[src/rtl/adc_rd_pkg.sv]
package adc_rd_pkg;
  typedef enum logic [2:0] {
    ST_IDLE,
    ST_FRAME,
    ST_SLEEP,
    ST_ASLEEP,
    ST_WAKE,
    ST_SETTLE
  } ctl_state_e;

  localparam int LEAD_PERIODS  = 2;  // periods before the first data bit
  localparam int SLEEP_PERIODS = 8;  // four pulses, each high then low
endpackage

[src/rtl/adc_rd_timebase.sv]
module adc_rd_timebase #(
  parameter int DIV = 4,
  parameter int PW  = 5
) (
  input  logic          clk,
  input  logic          rst_n,
  input  logic          clear_i,
  output logic [PW-1:0] pcnt_o,
  output logic          half_hi_o,
  output logic          period_end_o
);
  localparam int HW = (2 * DIV > 2) ? $clog2(2 * DIV) : 1;
  localparam logic [HW-1:0] H_LAST = HW'(2 * DIV - 1);
  localparam logic [HW-1:0] H_MID  = HW'(DIV);

  logic [HW-1:0] hcnt;

  always_ff @(posedge clk) begin
    if (!rst_n || clear_i) begin
      hcnt   <= '0;
      pcnt_o <= '0;
    end else if (hcnt == H_LAST) begin
      hcnt   <= '0;
      pcnt_o <= pcnt_o + 1'b1;
    end else begin
      hcnt <= hcnt + 1'b1;
    end
  end

  assign half_hi_o    = (hcnt >= H_MID);
  assign period_end_o = (hcnt == H_LAST);

  a_r2_hcnt_range: assert property (@(posedge clk) disable iff (!rst_n)
    hcnt <= H_LAST);
endmodule

[src/rtl/adc_rd_capture.sv]
module adc_rd_capture #(
  parameter int DATA_BITS = 14
) (
  input  logic                 clk,
  input  logic                 rst_n,
  input  logic                 sample_i,
  input  logic                 last_i,
  input  logic                 sdo_i,
  input  logic                 out_ready_i,
  output logic                 out_valid_o,
  output logic [DATA_BITS-1:0] out_data_o
);
  logic [DATA_BITS-2:0] shift_q;

  always_ff @(posedge clk) begin
    if (!rst_n) begin
      shift_q     <= '0;
      out_valid_o <= 1'b0;
      out_data_o  <= '0;
    end else begin
      if (sample_i) shift_q <= {shift_q[DATA_BITS-3:0], sdo_i};
      if (sample_i && last_i) begin
        out_data_o  <= {shift_q, sdo_i};
        out_valid_o <= 1'b1;
      end else if (out_valid_o && out_ready_i) begin
        out_valid_o <= 1'b0;
      end
    end
  end

  // a word is never overwritten before it is accepted
  a_r10_no_overwrite: assert property (@(posedge clk) disable iff (!rst_n)
    (sample_i && last_i) |-> !out_valid_o);

  // pending word holds still
  a_r9_hold_pending: assert property (@(posedge clk) disable iff (!rst_n)
    (out_valid_o && !out_ready_i) |=> (out_valid_o && $stable(out_data_o)));
endmodule

[src/rtl/adc_readout_ctrl.sv]
module adc_readout_ctrl
  import adc_rd_pkg::*;
#(
  parameter int DIV           = 4,
  parameter int FRAME_LEN     = 18,
  parameter int DATA_BITS     = 14,
  parameter int SETTLE_CYCLES = 200000
) (
  input  logic                 clk,
  input  logic                 rst_n,
  input  logic                 start_i,
  input  logic                 stop_i,
  input  logic                 sleep_i,
  input  logic                 adc_sdo_i,
  output logic                 adc_sck_o,
  output logic                 adc_conv_o,
  output logic                 out_valid_o,
  input  logic                 out_ready_i,
  output logic [DATA_BITS-1:0] out_data_o,
  output logic                 asleep_o,
  output logic                 settling_o
);
  localparam int PW = $clog2(FRAME_LEN);
  localparam int SW = $clog2(SETTLE_CYCLES + 1);
  localparam logic [PW-1:0] P_FRAME_LAST = PW'(FRAME_LEN - 1);
  localparam logic [PW-1:0] P_SLEEP_LAST = PW'(SLEEP_PERIODS - 1);
  localparam logic [PW-1:0] P_BIT_FIRST  = PW'(LEAD_PERIODS);
  localparam logic [PW-1:0] P_BIT_LAST   = PW'(LEAD_PERIODS + DATA_BITS - 1);
  localparam logic [SW-1:0] S_LAST       = SW'(SETTLE_CYCLES - 1);

  ctl_state_e    state, state_n;
  logic          running, running_n;
  logic          tb_clr, period_end, half_hi, stall;
  logic [PW-1:0] pcnt;
  logic [SW-1:0] settle_cnt;
  logic          smp_en, smp_last;
  logic          conv_d, sck_d;

  adc_rd_timebase #(.DIV(DIV), .PW(PW)) tb_i (
    .clk          (clk),
    .rst_n        (rst_n),
    .clear_i      (tb_clr),
    .pcnt_o       (pcnt),
    .half_hi_o    (half_hi),
    .period_end_o (period_end)
  );

  assign stall     = out_valid_o && !out_ready_i;
  assign running_n = stop_i ? 1'b0 : (start_i ? 1'b1 : running);

  always_comb begin
    state_n = state;
    tb_clr  = 1'b0;
    unique case (state)
      ST_IDLE: begin
        if (running_n && !stall) begin
          state_n = ST_FRAME;
          tb_clr  = 1'b1;
        end else if (sleep_i && !running_n) begin
          state_n = ST_SLEEP;
          tb_clr  = 1'b1;
        end
      end
      ST_FRAME: begin
        if (period_end && pcnt == P_FRAME_LAST) begin
          tb_clr = 1'b1;
          if (!running_n || stall) state_n = ST_IDLE;
        end
      end
      ST_SLEEP: begin
        if (period_end && pcnt == P_SLEEP_LAST) state_n = ST_ASLEEP;
      end
      ST_ASLEEP: begin
        if (running_n) begin
          state_n = ST_WAKE;
          tb_clr  = 1'b1;
        end
      end
      ST_WAKE: begin
        if (period_end) state_n = ST_SETTLE;
      end
      ST_SETTLE: begin
        if (settle_cnt == S_LAST) state_n = ST_IDLE;
      end
      default: state_n = ST_IDLE;
    endcase
  end

  always_comb begin
    conv_d = (state == ST_FRAME && pcnt == '0) ||
             (state == ST_SLEEP && !pcnt[0]);
    sck_d  = (state == ST_FRAME || state == ST_WAKE) && half_hi;
  end

  always_ff @(posedge clk) begin
    if (!rst_n) begin
      state      <= ST_IDLE;
      running    <= 1'b0;
      settle_cnt <= '0;
      adc_conv_o <= 1'b0;
      adc_sck_o  <= 1'b0;
    end else begin
      state      <= state_n;
      running    <= running_n;
      settle_cnt <= (state == ST_SETTLE) ? settle_cnt + 1'b1 : '0;
      adc_conv_o <= conv_d;
      adc_sck_o  <= sck_d;
    end
  end

  assign smp_en   = (state == ST_FRAME) && period_end &&
                    (pcnt >= P_BIT_FIRST) && (pcnt <= P_BIT_LAST);
  assign smp_last = (pcnt == P_BIT_LAST);

  adc_rd_capture #(.DATA_BITS(DATA_BITS)) cap_i (
    .clk         (clk),
    .rst_n       (rst_n),
    .sample_i    (smp_en),
    .last_i      (smp_last),
    .sdo_i       (adc_sdo_i),
    .out_ready_i (out_ready_i),
    .out_valid_o (out_valid_o),
    .out_data_o  (out_data_o)
  );

  assign asleep_o   = (state == ST_ASLEEP);
  assign settling_o = (state == ST_WAKE) || (state == ST_SETTLE);

  // a strobe never rises while the serial clock is high
  a_r2_conv_rise_sck_low: assert property (@(posedge clk) disable iff (!rst_n)
    $rose(adc_conv_o) |-> !adc_sck_o);

  // no serial-clock activity during the sleep sequence
  a_r6_sck_idle_in_sleep: assert property (@(posedge clk) disable iff (!rst_n)
    (state == ST_SLEEP || state == ST_ASLEEP) |-> !adc_sck_o);

  // leaving sleep always goes through the wake clock
  a_r8_wake_path: assert property (@(posedge clk) disable iff (!rst_n)
    ($past(state) == ST_ASLEEP) |-> (state == ST_ASLEEP || state == ST_WAKE));

  // no frame starts while a word waits
  a_r10_no_frame_when_stalled: assert property (@(posedge clk) disable iff (!rst_n)
    (state != ST_FRAME && state_n == ST_FRAME) |-> !stall);
endmodule

[config.mk]
export PLATFORM = sky130hd
export DESIGN_NAME = adc_readout_ctrl
export DESIGN_NICKNAME = d
export VERILOG_FILES = /design/src/rtl/adc_rd_pkg.sv /design/src/rtl/adc_rd_timebase.sv /design/src/rtl/adc_rd_capture.sv /design/src/rtl/adc_readout_ctrl.sv
export SDC_FILE = /design/constraint.sdc
export NUM_CORES = 1
export LEC_CHECK = 0
export ABC_AREA = 1
export BUFFER_PORTS_ARGS = -buffer_cell sky130_fd_sc_hd__buf_2
export CAP_MARGIN = 0
export CORE_ASPECT_RATIO = 1.75
export CORE_MARGIN = 1
export CORE_UTILIZATION = 45
export CTS_CLUSTER_DIAMETER = 50
export DETAILED_ROUTE_END_ITERATION = 6
export PLACE_DENSITY_LB_ADDON = 0.1
export SYNTH_ARGS = -nofsm -noshare
export SYNTH_HDL_FRONTEND = slang
export SYNTH_HIERARCHICAL = 1
export SYNTH_SLANG_ARGS = --single-unit
[constraint.sdc]
create_clock -name clk -period 3.9 [get_ports clk]
set_input_delay 0.585 -clock clk [delete_from_list [all_inputs] [get_ports clk]]
set_output_delay 0.585 -clock clk [all_outputs]
set_load 0.01 [all_outputs]
* Word level (Yosys, flattened, before mapping)
Cells that the tools add are included.
** Word-level totals
- Output and inout port bits :: 19
- Logic and storage cells :: 80
- Register bits after elaboration :: 60
** Operators by class
- $lt $le $gt $ge :: 3
- Add/subtract/negate cells :: 3
- Equality and inequality tests :: 17
- Reduce and logical (&&, ||, !) cells :: 29
- Multiplexer cells :: 18
** Operators by type and width (number)
- 2-to-1 mux 3 bit :: 8
- adder 18 x 1 -> 18 bit (second input constant) :: 1
- == test 18 bit (second input constant) :: 1
- one-hot mux 3 bit (6 select lines) :: 1
- logical AND 1 bit :: 13
- != test 2 bit (second input constant) :: 5
- == test 3 bit (second input constant) :: 3
- 2-to-1 mux 1 bit :: 8
- AND reduction 7 bit :: 1
- == test 3 x 2 -> 1 bit (second input constant) :: 2
- adder 5 x 1 -> 5 bit (second input constant) :: 1
- == test 5 x 3 -> 1 bit (second input constant) :: 1
- == test 5 x 4 -> 1 bit (second input constant) :: 1
- == test 5 bit (second input constant) :: 1
- >= comparator 5 x 2 -> 1 bit (second input constant) :: 1
- <= comparator 5 x 4 -> 1 bit (second input constant) :: 1
- logical NOT 1 bit :: 5
- logical NOT 5 bit :: 1
- logical OR 1 bit :: 5
- adder 3 x 1 -> 3 bit (second input constant) :: 1
- == test 3 x 1 -> 1 bit (second input constant) :: 1
- >= comparator 3 bit (second input constant) :: 1
- logical NOT 3 bit :: 1
- != test 3 bit (second input constant) :: 1
- 5 further kinds :: 5

* Depth between registers and ports, before layout
- Depth in word-level cells :: 9
- Gate-level depth with buffers :: 12
- Depth with buffers taken out :: 12

* By module
Netlist, hierarchy kept.
** By module, submodules not included
- adc_readout_ctrl :: area each 1336.3 um^2, times used 1, cells each 205, sequential area each 480.5 um^2
- adc_rd_capture :: area each 1116.1 um^2, times used 1, cells each 152, sequential area each 560.5 um^2
- adc_rd_timebase :: area each 376.6 um^2, times used 1, cells each 49, sequential area each 160.2 um^2

* Worst setup path before layout
OpenSTA, ideal clock, no wires.
- Kind :: in2reg
- From :: input port start_i
- To :: register tb_i.hcnt[0]
- Data required time :: 3.836 ns
- Arrival time :: 1.589 ns
- Slack :: 2.247 ns
- Buffers on the path :: 0
- Stages :: 10
- Path through :: inv_1 -> nand2_1 -> nand2_1 -> nand2_1 -> nand2_1 -> a221o_1 -> inv_1 -> nand2_1 -> or2_1 -> nor2_1
** Between the ends
- Word-level cells in the longest chain between the ends :: 9
- Elaborated cells on any way between the ends :: 11
- Those cells by class :: 6 x mux; 5 x reduce/logical
** RTL lines
- start: declaration :: RTL line adc_readout_ctrl.sv:11 : input logic start_i,
- 2-to-1 mux 1 bit * (2 in a row) :: RTL line adc_readout_ctrl.sv:49 : assign running_n = stop_i ? 1'b0 : (start_i ? 1'b1 : running);
- logical NOT 1 bit :: RTL line adc_readout_ctrl.sv:59 : end else if (sleep_i && !running_n) begin
- logical AND 1 bit :: RTL line adc_readout_ctrl.sv:59
- 2-to-1 mux 1 bit :: RTL line adc_readout_ctrl.sv:59
- 2-to-1 mux 1 bit :: RTL line adc_readout_ctrl.sv:56 : if (running_n && !stall) begin
- one-hot mux 1 bit (3 select lines) * :: RTL line adc_readout_ctrl.sv:54 : unique case (state)
- named net tb_clr :: RTL line adc_readout_ctrl.sv:33 : logic tb_clr, period_end, half_hi, stall;
- logical OR 1 bit * :: RTL line adc_rd_timebase.sv:19 : if (!rst_n || clear_i) begin
- OR reduction 2 bit (no line) *
- end signal: assignment :: RTL line adc_rd_timebase.sv:26 : hcnt <= hcnt + 1'b1;
- end: declaration :: RTL line adc_rd_timebase.sv:16 : logic [HW-1:0] hcnt;
Mark *: on every way through the listed nets, which the timed path passes. The rest lies on a longest branch.
A chain may end at the register's enable or synchronous reset.

* Final worst setup path
- From :: register state[1]
- To :: register cap_i.out_data_o[8]
** Between the ends
- Word-level cells in the longest chain between the ends :: 5
** RTL lines
- start: declaration :: RTL line adc_readout_ctrl.sv:31 : ctl_state_e state, state_n;
- start signal: assignment :: RTL line adc_readout_ctrl.sv:103 : state <= state_n;
- == test 3 x 1 -> 1 bit :: RTL line adc_readout_ctrl.sv:111 : assign smp_en = (state == ST_FRAME) && period_end &&
- logical AND 1 bit (2 in a row) :: RTL line adc_readout_ctrl.sv:111
- logical AND 1 bit :: RTL line adc_readout_ctrl.sv:112 : (pcnt >= P_BIT_FIRST) && (pcnt <= P_BIT_LAST);
- named net smp_en :: RTL line adc_readout_ctrl.sv:36 : logic smp_en, smp_last;
- logical AND 1 bit :: RTL line adc_rd_capture.sv:22 : if (sample_i && last_i) begin
- end signal: assignment :: RTL line adc_rd_capture.sv:23 : out_data_o <= {shift_q, sdo_i};
- end: declaration :: RTL line adc_rd_capture.sv:11 : output logic [DATA_BITS-1:0] out_data_o
The timed path passes the listed nets, and every way through them passes these cells.

==> metrics.txt <==
Hold Crit Endpoint=tb_i/hcnt[0]; hold depth=1; CP peak stage delay=between 0.4 and 0.5 ns; clock sinks=60; Max clock buf depth=2; Die Span X=61.9 µm; Top delay family on crit path=simple AND/OR/NAND/NOR gates; mean routed wirelength per cell=roughly 11 µm; Seq/Total Area, Yosys=~42%; GRT overflow=0; status=finished, final reports clean; Die Area=~6600 µm²; vias=2,487; Worst Clk Skew=around 0.0090 ns; post-CTS setup buffers=0; Detailed Routing Iterations Pass 1=4; worst-path cell chain=inv_1, nand2_1, nor2_1, nand2_1, nor3_2, buf_4, nand3_1, nand2_1, nor2_1; Antenna Nets Post-Route=0; RSZ-0062 raised after global routing=no; Final Hold Viols=0; PwrDens=483 nW/µm²; crit path max fanout=26; H-tree lvl count=3; core area=about 6000 µm²; Rows=37; Crit path buffers/inverters=2; Area Growth Syn to Fin=13.7%; setup TNS=0 ns; Max Slew Vio Count=0; CTS Hold Bufs=0; Rel. slew slack=between 50% and 60%; slowest CP cell=nor3_2; nets=approximately 450; IO Port Bufs=25; Synth Area in Simple Gates=34.2%; R2R Setup Slk=between 1.5 and 2 ns; Initial Utilization=a little under half; Skew-Pair Late Insertion Delay=around 0.33 ns; min cycle time layout=around 2.1 ns; RR Endpoint=cap_i/out_data_o[8]; vias in the first global route=2,238; Die Y=~110 µm; fillers=a little under 600; Final setup viols=0; CP required=a little over 4 ns; length in cells of the worst reg-to-reg path=9; Inst Count DP=500; VDD IR max=between 300 and 400 µV; Design Area, Final=roughly 3200 µm²; fraction of layout instances using a drive strength above 1=between 10% and 20%; Post-Synth Adder-Cell Area=approximately 2.7%; Synth Net Count=419; root buf cell=clkbuf_8; CTS tree=yes; first-pass GRT wire length=~9400 µm; Vias/cell=about 4.8; Tot GR Track Use=between 10% and 20%; gpl congestion=0.808; post-placement cell area=between 2000 and 3000 µm²; synth unique cells=31; crit-path most repeated cell=nand2_1; met2 WL=2760 µm; Avg Cell Area, Syn=roughly 7 µm²; met1 wire length=roughly 2400 µm; WL final=5490 µm; largest family of logic cells by synthesized area=simple AND/OR/NAND/NOR gates; Top Layer Used=met4; synthesis-stage register bit count=60; largest net degree at the start of global routing=32; footprint of the multi-input gates=between 1000 and 1500 µm²; post-cts gate resize count=0; Antenna diodes=0; WHS=0.450 ns; Worst Max-Slew Pin Slew=roughly 0.73 ns; HPWL Detailed=a little over 4000 µm; clk slew on worst S/H paths=~0.06 ns; Worst Hold Class=reg -> reg; P_leak=about 1.4 nW; mux contribution to synthesized area=0%; max_cap viols=0; Synth Cell Area=2830 µm²; critical path class=reg -> reg; non-filler instance count after layout=slightly above 500; Sequential cell area=between 1000 and 1500 µm²; Synth Area in Compound Gates=under 10%; Tcrit/Tclk final=54.3%; post-route DRC violation count=0; Ys Warns=6; Crit path arrival time=roughly 2.3 ns; TritonCTS Buffers=9; Setup crit start kind=flip-flop; fmax=~0.47 GHz; Critical R2R Launch=state[1]; # IOs=26; met3 routed WL=167 µm; xor/xnor cell area share of the yosys netlist=0.619%; cell count after synthesis=~410; hold path startpoint=tb_i/hcnt[0]; CP endpoint kind=flip-flop; antenna violations before repair=0; Detailed Route Iter0 Violations=123
## worst register-to-register path, stage by stage (launching register included)
cell	delay (ns)
dfxtp_1	0.34
inv_1	0.12
nand2_1	0.08
nor2_1	0.29
nand2_1	0.11
nor3_2	0.46
buf_4	0.37
nand3_1	0.12
nand2_1	0.09
nor2_1	0.04
## area by class of cell
| class | instances | area share, % |
|---|---|---|
| sequential | 60 | 37.3 |
| multi-input combinational | 277 | 41.3 |
| timing repair buffer | 26 | 4.12 |
| inverter | 59 | 6.88 |
| clock buffer | 12 | 5.13 |
| clock inverter | 4 | 2.18 |
| tap | 78 | 3.03 |
## worst max path at each step
| stage | start | end | slack [ns] | cells after the start |
|---|---|---|---|---|
| after global placement | state[1] | cap_i/out_data_o[0] | 1.82 | 9 |
| final | state[1] | cap_i/out_data_o[8] | 1.78 | 9 |
| after floorplan | start_i | tb_i/hcnt[0] | 2.25 | 10 |
| after detailed placement | state[1] | cap_i/out_data_o[8] | 1.80 | 9 |
| after global routing | state[1] | cap_i/out_data_o[6] | 1.54 | 9 |
| after CTS | state[1] | cap_i/out_data_o[8] | 1.77 | 9 |
## report_power, final
group	internal, mW	total [mW]	switching, mW
combinational	0.0932	0.251	0.157
sequential	0.636	0.656	0.0201
clock	0.410	0.646	0.236
## logic make-up (layout without fill, tap and decap cells)
logic type | after synthesis | after routing
and+or+nand+nor | 218 | 218
buffers and inverters | 69 | 101
DFF | 60 | 60
AOI/OAI and AO/OA | 51 | 51
adders and majority gates | 6 | 6
xor gates and xnor gates | 2 | 2
## synthesized netlist by cell type
| master | instances | area share, % |
|---|---|---|
| inv_2 | 5 | 0.66 |
| nor3b_1 | 1 | 0.27 |
| nand3_2 | 1 | 0.35 |
| or2_0 | 1 | 0.22 |
| inv_1 | 53 | 7.0 |
| or2_1 | 1 | 0.22 |
| nand3_1 | 18 | 3.2 |
| nand4_1 | 5 | 1.1 |
| nor2_2 | 4 | 0.88 |
| buf_4 | 1 | 0.27 |
| xor2_1 | 2 | 0.62 |
| o21ai_0 | 16 | 2.8 |
| o21ai_1 | 6 | 1.1 |
| buf_6 | 5 | 2.0 |
| nand3_4 | 1 | 0.62 |
| dfxtp_1 | 60 | 42 |
| and3_1 | 2 | 0.44 |
| ha_1 | 6 | 2.7 |
| and2_4 | 1 | 0.31 |
| buf_2 | 3 | 0.53 |
| a21oi_1 | 26 | 4.6 |
| a221o_1 | 1 | 0.35 |
| a31oi_1 | 2 | 0.44 |
| nand2_2 | 8 | 1.8 |
| clkinv_1 | 1 | 0.13 |
| nor3_1 | 10 | 1.8 |
| nor3_2 | 3 | 1.1 |
| nand2_1 | 78 | 10 |
| clkbuf_1 | 1 | 0.13 |
| nor2_1 | 82 | 11 |
| nor2_4 | 2 | 0.80 |
## cell usage in the layout, fill, tap and decap left out, types with 6 or more instances in the layout
cell,count
dfxtp_1,60
a21oi_1,26
nand2_2,8
nand3_1,18
inv_1,53
o21ai_1,6
nor2_1,82
nor3_1,9
clkbuf_8,12
nand2_1,78
ha_1,6
o21ai_0,16
buf_2,25
## per-stage QoR
step	power, mW	setup WS, ns	utilization [%]
after global routing	1.64	1.54	53.9
after floorplan	0.866	2.25	-
final	1.55	1.78	53.9
after detailed placement	0.922	1.80	49.9
after global placement	0.924	1.82	49.9
after CTS	1.57	1.77	53.9
## sequential cells by signal, indices dropped and copies added (netlist names)
signal	count
tb_i/pcnt_o	5
running	1
settle_cnt	18
state	3
cap_i/out_data_o	14
tb_i/hcnt	3
cap_i/shift_q	13
adc_conv_o	1
cap_i/out_valid_o	1
adc_sck_o	1
## layer usage
| layer | vias up | global-route usage [%] |
|---|---|---|
| li1 | 1322 | - |
| met1 | 1111 | 22.0 |
| met2 | 43 | 31.8 |
| met3 | 11 | 3.62 |
| met4 | 0 | 10.6 |
| met5 | - | 0 |
(Power assumes the default switching activity.)
